`src/rtl/mulx_pkg.sv`:
```
package mulx_pkg;

    // Signedness select, mode bits 1:0
    typedef enum logic [1:0] {
        SEL_UU  = 2'b00,
        SEL_SS  = 2'b01,
        SEL_SU  = 2'b10,
        SEL_RSV = 2'b11
    } sel_e;

    localparam int MODE_W   = 3;
    localparam int FRAC_BIT = 2;

endpackage

```
`src/rtl/mulx_sext.sv`:
```
module mulx_sext #(
    parameter int W = 8
) (
    input  logic [W-1:0]   val,
    input  logic           is_signed,
    output logic [2*W-1:0] ext
);
    localparam int EXT_W = 2 * W;

    logic fill;

    always_comb begin
        fill = is_signed & val[W-1];
    end

    genvar i;
    generate
        for (i = 0; i < EXT_W; i++) begin : g_bit
            if (i < W) begin : g_lo
                assign ext[i] = val[i];
            end else begin : g_hi
                assign ext[i] = fill;
            end
        end
    endgenerate

endmodule

```
`src/rtl/mulx_datapath.sv`:
```
module mulx_datapath
    import mulx_pkg::*;
#(
    parameter int W = 8
) (
    input  logic [MODE_W-1:0] mode,
    input  logic [W-1:0]      a,
    input  logic [W-1:0]      b,
    output logic [2*W-1:0]    result,
    output logic              z,
    output logic              c
);
    localparam int PW = 2 * W;

    sel_e          sel;
    logic          frac;
    logic          a_sgn;
    logic          b_sgn;
    logic [PW-1:0] a_x;
    logic [PW-1:0] b_x;
    logic [PW-1:0] raw;

    always_comb begin
        sel   = sel_e'(mode[1:0]);
        frac  = mode[FRAC_BIT];
        a_sgn = (sel == SEL_SS) || (sel == SEL_SU);
        b_sgn = (sel == SEL_SS);
    end

    mulx_sext #(.W(W)) u_ext_a (.val(a), .is_signed(a_sgn), .ext(a_x));
    mulx_sext #(.W(W)) u_ext_b (.val(b), .is_signed(b_sgn), .ext(b_x));

    // Multiplying the sign-extended operands modulo 2^PW gives the exact
    // two's-complement product for every signedness mix.
    always_comb begin
        raw    = a_x * b_x;
        result = frac ? {raw[PW-2:0], 1'b0} : raw;
        c      = raw[PW-1];
        z      = (result == '0);
    end

endmodule

```
`src/rtl/mulx_unit.sv`:
```
module mulx_unit
    import mulx_pkg::*;
#(
    parameter int W = 8
) (
    input  logic              clk,
    input  logic              rst_n,
    input  logic              start,
    input  logic [MODE_W-1:0] mode,
    input  logic [W-1:0]      op_a,
    input  logic [W-1:0]      op_b,
    output logic              done,
    output logic [W-1:0]      prod_lo,
    output logic [W-1:0]      prod_hi,
    output logic              flag_z,
    output logic              flag_c
);
    localparam int PW = 2 * W;

    typedef struct packed {
        logic          done;
        logic          frac;
        logic [PW-1:0] prod;
        logic          z;
        logic          c;
    } state_t;

    state_t        st_d, st_q;
    logic [PW-1:0] res_w;
    logic          z_w, c_w;

    mulx_datapath #(.W(W)) u_dp (
        .mode   (mode),
        .a      (op_a),
        .b      (op_b),
        .result (res_w),
        .z      (z_w),
        .c      (c_w)
    );

    always_comb begin
        st_d      = st_q;
        st_d.done = start;
        if (start) begin
            st_d.frac = mode[FRAC_BIT];
            st_d.prod = res_w;
            st_d.z    = z_w;
            st_d.c    = c_w;
        end
    end

    always_ff @(posedge clk) begin
        if (!rst_n) begin
            st_q <= '0;
        end else begin
            st_q <= st_d;
        end
    end

    always_comb begin
        done    = st_q.done;
        prod_lo = st_q.prod[W-1:0];
        prod_hi = st_q.prod[PW-1:W];
        flag_z  = st_q.z;
        flag_c  = st_q.c;
    end

    // the strobe follows a start by one cycle
    a_r2_done_follows_start: assert property (@(posedge clk) disable iff (!rst_n)
        start |=> done);
    a_r2_done_needs_start: assert property (@(posedge clk) disable iff (!rst_n)
        !start |=> !done);

    // idle cycles leave the result untouched
    a_r3_hold_when_idle: assert property (@(posedge clk) disable iff (!rst_n)
        !start |=> $stable({prod_hi, prod_lo, flag_z, flag_c}));

    // a fractional result always has a clear bit 0
    a_r7_frac_lsb_zero: assert property (@(posedge clk) disable iff (!rst_n)
        (done && st_q.frac) |-> (prod_lo[0] == 1'b0));

    // integer carry is the top product bit
    a_r8_int_carry_msb: assert property (@(posedge clk) disable iff (!rst_n)
        (done && !st_q.frac) |-> (flag_c == prod_hi[W-1]));

    // zero flag matches the delivered result in every format
    a_r9_zero_matches_result: assert property (@(posedge clk) disable iff (!rst_n)
        done |-> (flag_z == ({prod_hi, prod_lo} == '0)));

endmodule

```
`config.mk`:
```
export PLATFORM = sky130hd
export DESIGN_NAME = mulx_unit
export DESIGN_NICKNAME = d
export VERILOG_FILES = /design/src/rtl/mulx_pkg.sv /design/src/rtl/mulx_sext.sv /design/src/rtl/mulx_datapath.sv /design/src/rtl/mulx_unit.sv
export SDC_FILE = /design/constraint.sdc
export NUM_CORES = 1
export LEC_CHECK = 0
export CAP_MARGIN = 20
export CORE_MARGIN = 3
export CORE_UTILIZATION = 52
export CTS_CLUSTER_DIAMETER = 80
export DETAILED_ROUTE_END_ITERATION = 16
export GPL_ROUTABILITY_DRIVEN = 0
export GPL_TIMING_DRIVEN = 0
export PLACE_DENSITY = 0.74
export SYNTH_ARGS = -nofsm -noshare
export SYNTH_HDL_FRONTEND = slang
export SYNTH_SLANG_ARGS = --single-unit
```
`constraint.sdc`:
```
create_clock -name clk -period 17.7 [get_ports clk]
set_input_delay 3.54 -clock clk [delete_from_list [all_inputs] [get_ports clk]]
set_output_delay 3.54 -clock clk [all_outputs]
set_load 0.01 [all_outputs]
```
; Yosys cells after proc, flatten, opt, wreduce, memory -nomap -nowiden
; Index checks and enable logic that the tools add are counted.
[word_totals]
register_bits = 19
inputBits = 22
[op_classes]
n_bitwise = 2
n_eq_ne = 2
reduce_logical = 2
multipliers = 1
mux = 1
[op_table]
columns = operator, count
row1 = $logic_not A16 Y1, 1
row2 = $mul A9 B9 Y16, 1
row3 = $mux W16, 1
row4 = $and A1 B1 Y1, 2
row5 = $eq A2 B1 Y1 const B, 1
row6 = $eq A2 B2 Y1 const B, 1
row7 = $logic_or A1 B1 Y1, 1

; Depth between registers and ports, before layout
; Gate-level depths: netlist of run 1.
[logic_depth]
depth_word = 6
ltp_mapped = 21
ltp_nobuf = 21

; Hierarchy
; A second synthesis of run 1 with hierarchy kept.
[unflattened]
cells_unflattened = 587
hier_area_um2 = 5154.9
[by_module_without_submodules]
columns = module, instances, cells_each, area_per_inst_um2
row1 = mulx_datapath, 1, 494, 4186.5
row2 = mulx_unit, 1, 59, 715.7
row3 = mulx_sext, 2, 17, 126.4

; Least setup slack after synthesis of run 1
; Ideal clock, no wire load.
[synth_timing]
kind = input-to-reg
startpoint = input op_b[7]
endpoint = register st_q, in the netlist flag_z
setup_ns = 0.087
required_time_ns = 17.613
path_buffers = 1
path_stages = 19
arrival_ns = 8.603
slack_ns = 9.010
cell_sequence = clkbuf_1 > nand2_1 > or2_2 > fa_1 > fa_1 > inv_1 > fa_1 > fa_1 > inv_1 > fa_1 > inv_1 > ha_1 > o21ai_2 > o21ai_1 > a31o_2 > a31oi_4 > and3_4 > or4_1 > o31ai_1
[synth_via]
elab_chain_cells = 4
[synth_rtl]
columns = element, line
row1 = start: declaration, mulx_unit.sv:11  ; input logic [W-1:0] op_b,
row2 = $and A1 B1 Y1, mulx_sext.sv:13  ; fill = is_signed & val[W-1];
row3 = $mul A9 B9 Y16 (*), mulx_datapath.sv:36  ; raw = a_x * b_x;
row4 = $mux W16 (*), mulx_datapath.sv:37  ; result = frac ? {raw[PW-2:0], 1'b0} : raw;
row5 = $logic_not A16 Y1 (*), mulx_datapath.sv:39  ; z = (result == '0);
row6 = end signal: assignment, mulx_unit.sv:56  ; st_q <= st_d;
row7 = end: declaration, mulx_unit.sv:28  ; state_t st_d, st_q;
; Mark *: on every way between the ends. The rest lies on a longest branch, timed or not.
; A chain may end at the register's enable or synchronous reset.

; Worst setup path after layout of run 1
; Ends and elaborated chain as after synthesis.

==> metrics.md, run 1 <==
| Metric | Value |
|---|---|
| Post-CTS sizing | 0 |
| Largest family of logic cells by synthesized area | adder cells |
| TritonCTS buffer count | 3 |
| Vias | around 3,000 |
| Die X | between 90 and 100 µm |
| Area grow syn2layout | 12.6% |
| Clock slew at reported path FFs | about 0.07 ns |
| Core Region | 7020 µm² |
| Grt ovf | 0 |
| Initial antenna violation count | 0 |
| Leak | approximately 2.1 nW |
| Num rows | 30 |
| Synth top cells by count | inv_1, fa_1, nand2_1 |
| 1st-iter DRT viols | roughly 160 |
| # diodes | 0 |
| Most numerous cell in the Yosys netlist | inv_1 |
| Critical Path Source | op_b[7] |
| Hold path depth | 1 |
| Compound-cell area share of the yosys netlist | between 10% and 20% |
| Crit path kind | primary input to flip-flop |
| P per Cell Area | about 140 nW/µm² |
| DRC | 0 |
| Post-synthesis instance area | between 3000 and 4000 µm² |
| Post-synth top area cell | fa_1 |
| Mean routed wirelength per cell | approximately 14 µm |
| Max VDD drop | between 0.0001 and 0.00015 V |
| TritonCTS clock tree | done |
| Setup WS post-layout | 8.24 ns |
| Worst EP arrival | 9.63 ns |
| Die Y | about 92 µm |
| H-tree levels | 1 |
| Worst-path fanout max | 10 |
| Total chip power | about 620 µW |
| Syn avg cell area | ~8.8 µm² |
| Via/cell ratio | 5.31 |
| MaxCap Viol Count | 0 |
| Hold Path Class | flip-flop to flip-flop |
| Status | complete, no violations |
| Nets | ~600 |
| Ys flop type | dfxtp_1 |
| Final hold vios | 0 |
| Post-synthesis cell count | about 440 |
| Simple-gate area share of the yosys netlist | 18.2% |
| Period Utilization, post-route | between 50% and 60% |
| Post-synthesis mux area share | roughly 2.9% |
| RSZ-0062 raised after global routing | false |
| Hold Path End | flag_c$_SDFFE_PN0P_ |
| Layout cells sized above 1 | roughly 5.2% |
| Die Area | 8530 µm² |
| Largest cells by area after synthesis | fa_1, ha_1, dfxtp_1 |
| # port buffers | 32 |
| Dpl ws | ~8.0 ns |
| Seq cells post-synth | 19 |
| CTS max path bufs | 2 |
| Drt pass-1 iters | 4 |
| Final setup fails | 0 |
| Post-CTS setup buffers | 0 |
| Setup TNS | 0 ns |
| Worst hold path startpoint | flag_c$_SDFFE_PN0P_ |
| Reg-to-reg endpoint | prod_hi[2]$_SDFFE_PN0P_ |
| Worst Skew | 0 ns |
| Post-DP HPWL | around 6700 µm |
| Fmax | between 100 and 150 MHz |
| Worst reg2reg path depth | 2 |
| Post-layout minimum cycle time | roughly 9.5 ns |
| Slew margin rel. | 59.1% |
| Final ANT Viol Nets | 0 |
| Largest net degree at the start of global routing | 12 |
| CTS Hold Buffers Added | 0 |
| Vias in the first global route | slightly above 3,000 |
| Clk root buf | clkbuf_8 |
| Synth cell types | 53 |
| Yosys top cell area share | ~33% |
| Sequential fraction of the synthesis area | around 10% |
| GRT Total Usage | 19.4% |
| Final Slew Violations | 0 |
| Number of I/O pins | roughly 40 |
| Critical Path Sink Type | flip-flop |
| Routed WL | slightly below 8000 µm |
| Actual slew at the worst max-slew pin | 0.614 ns |
| R2R Path Start | prod_hi[2]$_SDFFE_PN0P_ |
| Post-synth ARST share | 0% |
| Clk_lat worst skew | 0.25 ns |
| Synth Area in XOR/XNOR | ~3.6% |
| Initial core utilization | 55.2% |
| First-pass GRT wire length | 14,000 µm |
| YS warnings | 0 |
| Worst Setup Start Kind | primary input |
| Critical path required time | around 18 ns |
| Flop-to-flop setup slack | ~17 ns |
| Clk sinks | 19 |
| Syn Nets | 560 |
| Number of flops mapped to enable cells by yosys | 0 |
| Adder-Cell Fraction of Synth Area | 43.5% |
==> cells in the final DEF, fill, tap and decap left out, types with 11 or more instances in the layout <==
cell / n
and2_1: 37
clkbuf_1: 13
clkdlybuf4s50_1: 32
nand2_1: 47
ha_1: 34
dfxtp_1: 19
fa_1: 63
inv_1: 86
nor2_1: 18
xnor2_1: 11
==> worst max-delay path: stages <==
cell and delay, ns:
clkdlybuf4s50_1 0.47, clkbuf_1 0.30, nand2_1 0.31, or2_2 0.37, fa_1 0.45, fa_1 0.49, inv_1 0.06, fa_1 0.50
fa_1 0.54, inv_1 0.05, fa_1 0.53, inv_1 0.04, ha_1 0.19, buf_6 0.13, a211oi_1 0.36, o21ai_1 0.17
a31oi_1 0.31, nor4_1 0.10, or4_1 0.47, o31ai_1 0.22
==> cell type report <==
type	count	area [µm²]
buffer	20	113
clock buffer	3	41.3
clock inverter	1	5.00
fill	630	2660
inverter	86	323
multi-input combinational	316	3060
sequential	19	380
tap	96	120
timing repair buffer	32	320
==> report_power, final <==
group          internal (mW)  switching (mW)
sequential            0.0548         0.00577
combinational          0.239           0.289
clock                 0.0157          0.0147
total                  0.309           0.310
==> flip-flops by register name, summed over array words and instances, names as in the netlist <==
name and flops:
done 1, prod_hi 8, prod_lo 8, flag_z 1, flag_c 1
==> kinds of logic (layout without fill, tap and decap cells) <==
logic type,count (synthesis),in the layout
XOR/XNOR,15,15
adder cells (fa/ha/maj),97,97
buffers and inverters,106,142
flip-flops,19,19
AO/OA/AOI/OAI,56,56
AND/OR/NAND/NOR,137,137
multiplexers,11,11
==> through the flow <==
step	std cells	util [%]	hold WS (ns)	cell area, µm²
3_3_place_gp	569	61.5	0.463	4320
2_1_floorplan	441	-	0.503	3880
5_1_grt	573	62.2	0.509	4360
3_5_place_dp	569	61.5	0.469	4320
6_report	573	62.2	0.483	4360
4_1_cts	573	62.2	0.486	4360
==> worst max path at each step <==
stage / endpoint / slack, ns / cells past startpoint
floorplan: flag_z$_SDFFE_PN0P_ / 9.01 / 19
global route: flag_z$_SDFFE_PN0P_ / 7.93 / 20
detailed placement: flag_z$_SDFFE_PN0P_ / 7.98 / 20
finish: flag_z$_SDFFE_PN0P_ / 8.24 / 20
global placement: flag_z$_SDFFE_PN0P_ / 7.99 / 19
CTS: flag_z$_SDFFE_PN0P_ / 8.22 / 20
==> per-layer routing <==
metal	share of wire, %	routed length, µm	up-vias	track usage (%)
li1	-	-	1467	-
met1	45	3590	1509	27.8
met2	51	3990	59	33.4
met3	3.5	275	10	1.95
met4	0.53	42	0	1.49
met5	0	0	-	0
(Power assumes the default switching activity.)
==> run 2, diff against run 1 <==
--- a/config.mk
+++ b/config.mk
@@ -12,7 +12,7 @@
 export DETAILED_ROUTE_END_ITERATION = 16
 export GPL_ROUTABILITY_DRIVEN = 0
 export GPL_TIMING_DRIVEN = 0
-export PLACE_DENSITY = 0.74
+export PLACE_DENSITY = 0.77
 export SYNTH_ARGS = -nofsm -noshare
 export SYNTH_HDL_FRONTEND = slang
 export SYNTH_SLANG_ARGS = --single-unit
==> constraint.sdc (replaced) <==
create_clock -name clk -period 8.7 [get_ports clk]
set_input_delay 1.74 -clock clk [delete_from_list [all_inputs] [get_ports clk]]
set_output_delay 1.74 -clock clk [all_outputs]
set_load 0.01 [all_outputs]
==> run 2 against run 1 <==
Against the previous run: critical path depth is the same; first-iteration DRC count unchanged; sequential power rose by 100%.
==> metrics.md, run 2 (same netlist as run 1, synthesis figures left out) <==
| Metric | Value |
|---|---|
| Actual slew at the worst max-slew pin | 0.619 ns (was 0.614 ns) |
| Largest net degree at the start of global routing | 11 (was 12) |
| Initial core utilization | 55.2% (unchanged) |
| Number of I/O pins | 41 (unchanged) |
| Die X | 92.4 µm (unchanged) |
| Final Slew Violations | 0 (unchanged) |
| Critical path's most frequent cell | fa_1 (unchanged) |
| Worst-path fanout max | 10 (unchanged) |
| CP max stage delay | 0.54 ns (about the same) |
| Max VDD drop | 0.000290 V (was 0.000120 V) |
| Internal power | 629 µW (was 309 µW) |
| Core Region | 7020 µm² (unchanged) |
| Period Utilization, post-route | between 80% and 90% |
| Nets | 597 (unchanged) |
| Clock slew at reported path FFs | 0.07 ns (about the same) |
| Grt ovf | 0 (unchanged) |
| Sequential Area | 380 µm² (unchanged) |
| Crit path kind | primary input to flip-flop (unchanged) |
| Via/cell ratio | 5.39 (was 5.31) |
| CP max-delay cell | fa_1 (unchanged) |
| Total chip power | 1.26 mW (was 619 µW) |
| Worst-path cell chain | clkdlybuf4s50_1 -> clkbuf_1 -> nand2_1 -> or2_2 -> fa_1 -> fa_1 -> inv_1 -> fa_1 -> fa_1 -> inv_1 -> fa_1 -> inv_1 -> ha_1 -> buf_6 -> a211oi_1 -> o21ai_1 -> a31oi_1 -> nor4_1 -> or4_1 -> o31ai_1 (unchanged) |
| Leak | 2.14 nW (about the same) |
| Setup TNS | 0 ns (unchanged) |
| Initial antenna violation count | 0 (unchanged) |
| Fmax | about 130 MHz |
| Clk root buf | clkbuf_8 (unchanged) |
| Critical path required time | 8.87 ns (was 17.87 ns) |
| Clk_lat worst skew | 0.25 ns (about the same) |
| Die Area | 8530 µm² (unchanged) |
| Flop pwr share | 9.7% (was 9.8%) |
| CTS max path bufs | 2 (unchanged) |
| MaxCap Viol Count | 0 (unchanged) |
| Worst Setup Start Kind | primary input (unchanged) |
| Slew margin rel. | 58.7% (was 59.1%) |
| # diodes | 0 (unchanged) |
| CTS Hold Buffers Added | 0 (unchanged) |
| Sw Pwr | 629 µW (was 310 µW) |
| DRC | 0 (unchanged) |
| Clk sinks | 19 (unchanged) |
| Num rows | 30 (unchanged) |
| Final setup fails | 0 (unchanged) |
| Area grow syn2layout | 12.5% (was 12.6%) |
| RSZ-0062 raised after global routing | false (unchanged) |
| Vias | 3,087 (was 3,045) |
| First-pass GRT wire length | 14,100 µm (was 14,000 µm) |
| CP bufs+invs | 6 (unchanged) |
| Post-CTS sizing | 0 (unchanged) |
| TritonCTS buffer count | 3 (unchanged) |
| Worst Skew | 0 ns (unchanged) |
| # port buffers | 32 (unchanged) |
| 1st-iter DRT viols | 159 (unchanged) |
| Drt pass-1 iters | 5 (was 4) |
| Worst EP arrival | 7.93 ns (was 9.63 ns) |
| P per Cell Area | 288 nW/µm² (was 142 nW/µm²) |
| Clock power frac | 4.9% (about the same) |
| Final ANT Viol Nets | 0 (unchanged) |
| Critical Path Sink Type | flip-flop (unchanged) |
| Most frequent cells in the layout | inv_1, fa_1, nand2_1 (unchanged) |
| Mean routed wirelength per cell | 13.8 µm (about the same) |
| Hold Path Class | flip-flop to flip-flop (unchanged) |
| CP top delay family | adder cells (unchanged) |
| Switching Share | 50.0% (about the same) |
| Final hold vios | 0 (unchanged) |
| Status | complete, no violations (unchanged) |
| Multi-input gate area | 3060 µm² (unchanged) |
| Routed WL | 7900 µm (about the same) |
| H-tree levels | 1 (unchanged) |
| Post-layout minimum cycle time | 7.76 ns |
| Layout cells sized above 1 | 5.03% (was 5.24%) |
| Die Y | 92.4 µm (unchanged) |
| FILL cells | 614 (was 630) |
| Post-CTS setup buffers | 0 (unchanged) |
| GRT Total Usage | 19.8% (was 19.4%) |
| Commonest non-fill, non-tap cell in the layout | inv_1 (unchanged) |
| Post-DP HPWL | 6730 µm (was 6720 µm) |
| Vias in the first global route | 3,079 (was 3,107) |
| Gate power share | 85.4% (was 85.3%) |
| TritonCTS clock tree | done (unchanged) |
==> run 2: cell type report <==
cell class                      instances  share of cell area, %
Multi-Input combinational cell        316                   70.2
Buffer                                 20                   2.58
Timing Repair Buffer                   32                   7.34
Tap cell                               96                   2.75
Clock buffer                            4                   1.03
Inverter                               86                   7.40
Sequential cell                        19                   8.72
==> run 2: power groups by stage <==
stage               Sequential, mW  Combinational [mW]  Clock [mW]
floorplan                    0.136               0.828           0
global placement             0.125                1.04           0
detailed placement           0.125                1.07           0
CTS                          0.123                1.08      0.0626
global route                 0.126                1.22      0.0665
finish                       0.123                1.07      0.0614
==> run 2: final timing paths <==
check	from	end	slack, ns	cells past startpoint
setup / recovery	op_b[7]	flag_z$_SDFFE_PN0P_	0.94	20
hold / removal	flag_c$_SDFFE_PN0P_	flag_c$_SDFFE_PN0P_	0.48	1
setup reg to reg	prod_hi[2]$_SDFFE_PN0P_	prod_hi[2]$_SDFFE_PN0P_	7.90	2
hold reg to reg	flag_c$_SDFFE_PN0P_	flag_c$_SDFFE_PN0P_	0.48	1
==> run 2: worst reg2reg max path, delay by kind of cell (launching register included) <==
kind	cells	cell delay [ns]
DFF	1	0.31
AOI/OAI and AO/OA	1	0.12
and+or+nand+nor	1	0.26
==> run 2: routing by layer <==
metal,wire [µm],vias up,GRT usage [%],part of all wire [%]
li1,-,1464,-,-
met1,3310,1534,28.0,42
met2,4170,79,33.6,53
met3,336,10,2.11,4.3
met4,83,0,2.48,1.1
met5,0,-,0,0
==> run 2: stage by stage <==
stage	hold slack (ns)	util [%]	instance area [µm²]	setup WS, ns	std cells
floorplan	0.503	-	3880	1.81	441
global placement	0.464	61.5	4320	0.812	569
detailed placement	0.466	61.5	4320	0.712	569
CTS	0.482	62.2	4360	0.960	573
global route	0.497	62.2	4360	0.632	573
finish	0.478	62.2	4360	0.941	573
